## src/rtl/nfb_pkg.sv

```systemverilog
`timescale 1ns/1ps
package nfb_pkg;
    localparam int unsigned WORD_W = 32;
    localparam int unsigned HALF_W = 16;

    localparam logic [2:0] OPC_FETCH_W = 3'd0;
    localparam logic [2:0] OPC_FETCH_H = 3'd1;
    localparam logic [2:0] OPC_LOAD_W  = 3'd2;
    localparam logic [2:0] OPC_LOAD_H  = 3'd3;
    localparam logic [2:0] OPC_LOAD_M  = 3'd4;

    typedef enum logic [1:0] {
        PH_IDLE     = 2'd0,
        PH_DEAD_PRE = 2'd1,
        PH_ACCESS   = 2'd2,
        PH_TAIL     = 2'd3
    } phase_e;
endpackage

```

## src/rtl/nfb_plan.sv

```systemverilog
`timescale 1ns/1ps
// Maps a request class to its dead, access and tail cycle counts.
module nfb_plan
    import nfb_pkg::*;
#(
    parameter int unsigned LEN_W = 4,
    parameter int unsigned CNT_W = LEN_W + 2
) (
    input  logic [2:0]       op_i,
    input  logic [LEN_W-1:0] len_i,
    output logic [CNT_W-1:0] dead_pre_o,
    output logic [CNT_W-1:0] n_access_o,
    output logic [CNT_W-1:0] tail_o,
    output logic             half_o
);
    logic [CNT_W-1:0] words;

    always_comb begin
        words      = CNT_W'(len_i) + CNT_W'(1);
        dead_pre_o = '0;
        n_access_o = CNT_W'(2);
        tail_o     = CNT_W'(1);
        half_o     = 1'b0;
        case (op_i)
            OPC_FETCH_W: begin
                dead_pre_o = '0;
            end
            OPC_FETCH_H: begin
                n_access_o = CNT_W'(1);
                half_o     = 1'b1;
            end
            OPC_LOAD_H: begin
                dead_pre_o = CNT_W'(1);
                n_access_o = CNT_W'(1);
                half_o     = 1'b1;
            end
            OPC_LOAD_M: begin
                dead_pre_o = words;
                n_access_o = words << 1;
                tail_o     = words;
            end
            default: begin
                // word load and the spare codes
                dead_pre_o = CNT_W'(1);
            end
        endcase
    end
endmodule

```

## src/rtl/nfb_seq.sv

```systemverilog
`timescale 1ns/1ps
// Phase sequencer: idle, leading dead cycles, reads, trailing cycles.
module nfb_seq
    import nfb_pkg::*;
#(
    parameter int unsigned ADDR_W = 20,
    parameter int unsigned CNT_W  = 6,
    parameter int unsigned HAW    = ADDR_W - 1
) (
    input  logic              clk,
    input  logic              rst_n,
    input  logic              req_i,
    input  logic [ADDR_W-1:0] addr_i,
    input  logic [CNT_W-1:0]  dead_pre_i,
    input  logic [CNT_W-1:0]  n_access_i,
    input  logic [CNT_W-1:0]  tail_i,
    input  logic              half_i,
    output logic              fl_en_o,
    output logic [HAW-1:0]    fl_addr_o,
    output logic              acc_lo_o,
    output logic              acc_end_o,
    output logic              half_o
);
    typedef struct packed {
        phase_e           phase;
        logic [CNT_W-1:0] cnt;
        logic [CNT_W-1:0] n_acc;
        logic [CNT_W-1:0] tail;
        logic [HAW-1:0]   ptr;
        logic             hi_next;
        logic             half;
    } seq_t;

    seq_t s_d, s_q;
    logic last_d;

    always_comb begin
        s_d    = s_q;
        last_d = (s_q.cnt == CNT_W'(1));
        case (s_q.phase)
            PH_IDLE: begin
                if (req_i) begin
                    s_d.n_acc   = n_access_i;
                    s_d.tail    = tail_i;
                    s_d.half    = half_i;
                    s_d.hi_next = 1'b0;
                    s_d.ptr     = half_i ? addr_i[ADDR_W-1:1]
                                         : {addr_i[ADDR_W-1:2], 1'b0};
                    if (dead_pre_i != '0) begin
                        s_d.phase = PH_DEAD_PRE;
                        s_d.cnt   = dead_pre_i;
                    end else begin
                        s_d.phase = PH_ACCESS;
                        s_d.cnt   = n_access_i;
                    end
                end
            end
            PH_DEAD_PRE: begin
                if (last_d) begin
                    s_d.phase = PH_ACCESS;
                    s_d.cnt   = s_q.n_acc;
                end else begin
                    s_d.cnt = s_q.cnt - CNT_W'(1);
                end
            end
            PH_ACCESS: begin
                s_d.ptr     = s_q.ptr + HAW'(1);
                s_d.hi_next = ~s_q.hi_next;
                if (last_d) begin
                    s_d.phase = PH_TAIL;
                    s_d.cnt   = s_q.tail;
                end else begin
                    s_d.cnt = s_q.cnt - CNT_W'(1);
                end
            end
            PH_TAIL: begin
                if (last_d) begin
                    s_d.phase = PH_IDLE;
                    s_d.cnt   = '0;
                end else begin
                    s_d.cnt = s_q.cnt - CNT_W'(1);
                end
            end
            default: s_d.phase = PH_IDLE;
        endcase
    end

    always_ff @(posedge clk or negedge rst_n) begin
        if (!rst_n) s_q <= '{phase: PH_IDLE, default: '0};
        else        s_q <= s_d;
    end

    assign fl_en_o   = (s_q.phase == PH_ACCESS);
    assign fl_addr_o = s_q.ptr;
    assign acc_lo_o  = fl_en_o & ~s_q.half & ~s_q.hi_next;
    assign acc_end_o = fl_en_o & (s_q.half | s_q.hi_next);
    assign half_o    = s_q.half;
endmodule

```

## src/rtl/nfb_join.sv

```systemverilog
`timescale 1ns/1ps
// Collects returning half-words and forms the core-side word and ready pulse.
module nfb_join
    import nfb_pkg::*;
(
    input  logic              clk,
    input  logic              rst_n,
    input  logic              acc_lo_i,
    input  logic              acc_end_i,
    input  logic              half_i,
    input  logic [HALF_W-1:0] fl_rdata_i,
    output logic              ready_o,
    output logic [WORD_W-1:0] rdata_o
);
    typedef struct packed {
        logic              got_lo;
        logic              got_end;
        logic              half;
        logic [HALF_W-1:0] lo;
    } join_t;

    join_t j_d, j_q;

    always_comb begin
        j_d         = j_q;
        j_d.got_lo  = acc_lo_i;
        j_d.got_end = acc_end_i;
        if (acc_end_i) j_d.half = half_i;
        if (j_q.got_lo) j_d.lo = fl_rdata_i;
    end

    always_ff @(posedge clk or negedge rst_n) begin
        if (!rst_n) j_q <= '0;
        else        j_q <= j_d;
    end

    assign ready_o = j_q.got_end;
    assign rdata_o = j_q.half ? {{HALF_W{1'b0}}, fl_rdata_i}
                              : {fl_rdata_i, j_q.lo};
endmodule

```

## src/rtl/nfb_bridge.sv

```systemverilog
`timescale 1ns/1ps
module nfb_bridge
    import nfb_pkg::*;
#(
    parameter int unsigned ADDR_W = 20,
    parameter int unsigned LEN_W  = 4
) (
    input  logic              clk,
    input  logic              rst_n,
    input  logic              req_i,
    input  logic [2:0]        op_i,
    input  logic [ADDR_W-1:0] addr_i,
    input  logic [LEN_W-1:0]  len_i,
    output logic              ready_o,
    output logic [WORD_W-1:0] rdata_o,
    output logic              fl_en_o,
    output logic [ADDR_W-2:0] fl_addr_o,
    input  logic [HALF_W-1:0] fl_rdata_i
);
    localparam int unsigned CNT_W = LEN_W + 2;
    localparam int unsigned HAW   = ADDR_W - 1;

    logic [CNT_W-1:0] dead_pre, n_access, tail;
    logic             plan_half, seq_half, acc_lo, acc_end;

    nfb_plan #(.LEN_W(LEN_W), .CNT_W(CNT_W)) u_plan (
        .op_i       (op_i),
        .len_i      (len_i),
        .dead_pre_o (dead_pre),
        .n_access_o (n_access),
        .tail_o     (tail),
        .half_o     (plan_half)
    );

    nfb_seq #(.ADDR_W(ADDR_W), .CNT_W(CNT_W), .HAW(HAW)) u_seq (
        .clk        (clk),
        .rst_n      (rst_n),
        .req_i      (req_i),
        .addr_i     (addr_i),
        .dead_pre_i (dead_pre),
        .n_access_i (n_access),
        .tail_i     (tail),
        .half_i     (plan_half),
        .fl_en_o    (fl_en_o),
        .fl_addr_o  (fl_addr_o),
        .acc_lo_o   (acc_lo),
        .acc_end_o  (acc_end),
        .half_o     (seq_half)
    );

    nfb_join u_join (
        .clk        (clk),
        .rst_n      (rst_n),
        .acc_lo_i   (acc_lo),
        .acc_end_i  (acc_end),
        .half_i     (seq_half),
        .fl_rdata_i (fl_rdata_i),
        .ready_o    (ready_o),
        .rdata_o    (rdata_o)
    );
endmodule

```

## config.mk

```make
export PLATFORM = sky130hd
export DESIGN_NAME = nfb_bridge
export DESIGN_NICKNAME = d
export VERILOG_FILES = /design/src/rtl/nfb_pkg.sv /design/src/rtl/nfb_plan.sv /design/src/rtl/nfb_seq.sv /design/src/rtl/nfb_join.sv /design/src/rtl/nfb_bridge.sv
export SDC_FILE = /design/constraint.sdc
export NUM_CORES = 1
export LEC_CHECK = 0
export ABC_AREA = 1
export BUFFER_PORTS_ARGS = -buffer_cell sky130_fd_sc_hd__buf_2
export CELL_PAD_IN_SITES_DETAIL_PLACEMENT = 1
export CELL_PAD_IN_SITES_GLOBAL_PLACEMENT = 2
export CORE_UTILIZATION = 31
export DETAILED_ROUTE_END_ITERATION = 10
export PLACE_DENSITY_LB_ADDON = 0.1
export SLEW_MARGIN = 5
export SYNTH_ARGS = -nofsm -noshare
export SYNTH_HDL_FRONTEND = slang
export SYNTH_SLANG_ARGS = --single-unit
```

## constraint.sdc

```tcl
create_clock -name clk -period 4.3 [get_ports clk]
set_clock_uncertainty 0.15 [all_clocks]
set_input_delay 0.86 -clock clk [delete_from_list [all_inputs] [get_ports clk]]
set_output_delay 0.86 -clock clk [all_outputs]
set_load 0.02 [all_outputs]
```

==> results.yml <==
cts:
  clock_sinks: 58
  cts_root_buffer: "clkbuf_16"
  cts_resized: 0
  cts_setup_buffers: 0
  cts_inserted_buffers: 9
  clk_latency_ns: 0.34
  cts_tree: "done"
  ctsHoldBuffers: 0
  htree_num_levels: 3
  ctsLongestPathBuffers: 2
  clk_pin_slew_ns: 0.05
worst_setup_path:
  r2r_start: "u_seq.s_q[39]$_DFFE_PN0P_"
  path_buf_inv: 3
  cp_slowest_cell: "nor2_2"
  crit_arrival_ns: 2.68
  critPathTopFamily: "simple AND/OR/NAND/NOR gates"
  path_class: "register to register"
  endpoint_kind: "register"
  startpoint_type: "register"
  path_cells: "inv_1, ha_1, nand2_2, inv_2, nor2_2, inv_2, nor2_1, a31oi_2"
  cp_common_cell: "inv_2"
  crit_path_max_incr_delay_ns: 0.47
  worstPathMaxFanout: 29
  required_ns: 4.34
  startpoint: "u_seq.s_q[39]$_DFFE_PN0P_"
yosys:
  ys_warn_count: 0
  syn_nets: 590
  synth_area_leaders: "dfrtp_1 (39%), nand2_1 (15%), o21ai_0 (7.1%)"
  ys_seq_area_share_pct: 38.8
  yosys.area_share.simple_pct: 27.6
  yosys_register_bits: 58
  synth_top_family_by_area: "simple AND/OR/NAND/NOR gates"
  yosysUniqueCellTypes: 33
  synth-compound-area-share_pct: 14.8
  synth_cells: 536
  yosysTopAreaCell: "dfrtp_1"
  muxShareOfSynthArea_pct: 0
  synth_fa_ha_area_share_pct: 2.68
  synth.avg_cell_area_sq_um: 6.97
  synth_top_area_share_pct: 38.8
  synth_xor_area_share_pct: 2.58
  synth_area_sq_um: 3740
grt:
  antenna_found_initial: 0
  grt_pass1_wl_um: 18200
  grt_max_degree: 45
  gr-total-overflow: 0
  grt_use_total_pct: 18.6
  first_global_vias: 3617
finish:
  final_common_cell: "nand2_1"
  syn_to_final_growth_pct: 19.6
  nNetsFinal: 665
  layout_common_cells: "nand2_1 (148), buf_2 (97), inv_1 (67)"
  drive_gt1_share_pct: 21.8
  num_antenna_cells: 0
timing:
  max_slew_margin_pct: 42.7
  final_max_slew_viol_count: 0
  rsz0062_at_grt: "no"
  final.setup.tns_ns: 0
  setup_violations: 0
  fmax_mhz: 380
  hold_viol_final: 0
  finalCritPeriodShare_pct: 61.2
  period_needed_ns: 2.63
  worstMarginPinSlew_ns: 0.859
power:
  power_mw: 3.44
  p_per_area_nw_per_um2: 769
  p_leak_nw: 2.31
  ir_drop_uv: 267
route:
  drc: 12
  wl_per_cell_um: 13.9
  routed_via_density: 4.74
  drtAntennaViolNets: 0
  dr.first_iter.drc_count: 147
  dr_total_vias: 3598
  totalWireLength_um: 10600
  first_pass_iters: 7
hold_path:
  worstHoldStart: "u_seq.s_q[1]$_DFFE_PN0P_"
  hp-class: "register to register"
place:
  gp_congestion: 0.795
  port_buffers: 97
  dp_hpwl_um: 7900
run_status:
  status: "complete, but fails checks"
  violations: "design-rule violations"
die:
  fp.coreArea_sq_um: 11600
  die_w_um: 112
  initial_core_util_pct: 32.3
  die_area_sq_um: 12500
  ios: 99
  die_h_um: 112
  row_count: 39
run:
  maxCapViolations: 0
## cells by family after synthesis
kind of cell / after synthesis
AOI/OAI and AO/OA: 96
xor gates and xnor gates: 11
adders and majority gates: 8
buffers and inverters: 109
DFF: 58
and+or+nand+nor: 254
## report_power, final
| group | internal, mW | leakage, nW | switching [mW] |
|---|---|---|---|
| Clock | 0.401 | 0.131 | 0.255 |
| Sequential | 0.789 | 0.723 | 0.272 |
| Combinational | 0.585 | 1.45 | 1.14 |
## cell usage after synthesis
cell / count
o211ai_1: 2
nor2_4: 1
a31oi_1: 1
a21oi_2: 1
a21boi_0: 1
nor2_2: 4
nand4_1: 7
o21ai_0: 53
buf_6: 2
inv_1: 67
a22oi_1: 2
xor2_1: 6
a31oi_2: 5
ha_1: 8
o21ai_1: 2
o2111ai_1: 1
and2_0: 1
buf_4: 20
o22ai_1: 7
nor3_1: 2
nor2_1: 66
xnor2_1: 5
nand2_1: 148
nand3_1: 22
clkbuf_1: 9
a22o_1: 1
inv_2: 5
nand2_2: 1
dfrtp_1: 58
a21oi_1: 20
buf_2: 5
nand3b_1: 2
buf_1: 1
## sequential cells by signal (all words and copies together) (netlist names)
signal,count
u_seq.half_o,1
u_seq.fl_addr_o,19
u_join.j_q,18
u_seq.s_q,19
u_join.ready_o,1
## per-stage QoR
step                instance area (sq um)  instances  utilization [%]  hold slack (ns)  setup WS (ns)
floorplan                            3740        536                -            0.258           2.13
global route                         4470        759             38.6            0.291           1.37
global placement                     4200        743             36.3            0.269           1.54
CTS                                  4470        759             38.6            0.285           1.25
finish                               4470        759             38.6            0.281           1.67
detailed placement                   4200        743             36.3            0.277           1.50
## path summary, 6_finish.rpt
check	to	slack [ns]	cells past startpoint
setup / recovery	u_seq.fl_addr_o[5]$_DFFE_PN0P_	1.67	8
hold / removal	u_join.j_q[18]$_DFF_PN0_	0.28	1
setup reg to reg	u_seq.fl_addr_o[5]$_DFFE_PN0P_	1.67	8
hold reg to reg	u_join.j_q[18]$_DFF_PN0_	0.28	1
max in group asynchronous	u_join.j_q[16]$_DFFE_PN0P_	2.72	2
min in group asynchronous	u_join.j_q[4]$_DFFE_PN0P_	0.33	1
## routing by layer
metal	track usage [%]	vias up	wire length, um
met5	0	-	0
li1	-	1825	-
met2	27.2	88	4470
met4	8.38	0	141
met1	26.5	1676	5400
met3	3.38	9	559
## cell type report
class,count,area (sq um)
Multi-Input combinational cell,369,1780
Sequential cell,58,1450
Inverter,72,270
Clock inverter,5,30.0
Tap cell,143,179
Timing Repair Buffer,101,515
Clock buffer,11,243
Fill cell,1529,7100
Note: power is estimated with default switching activity, not from simulation.
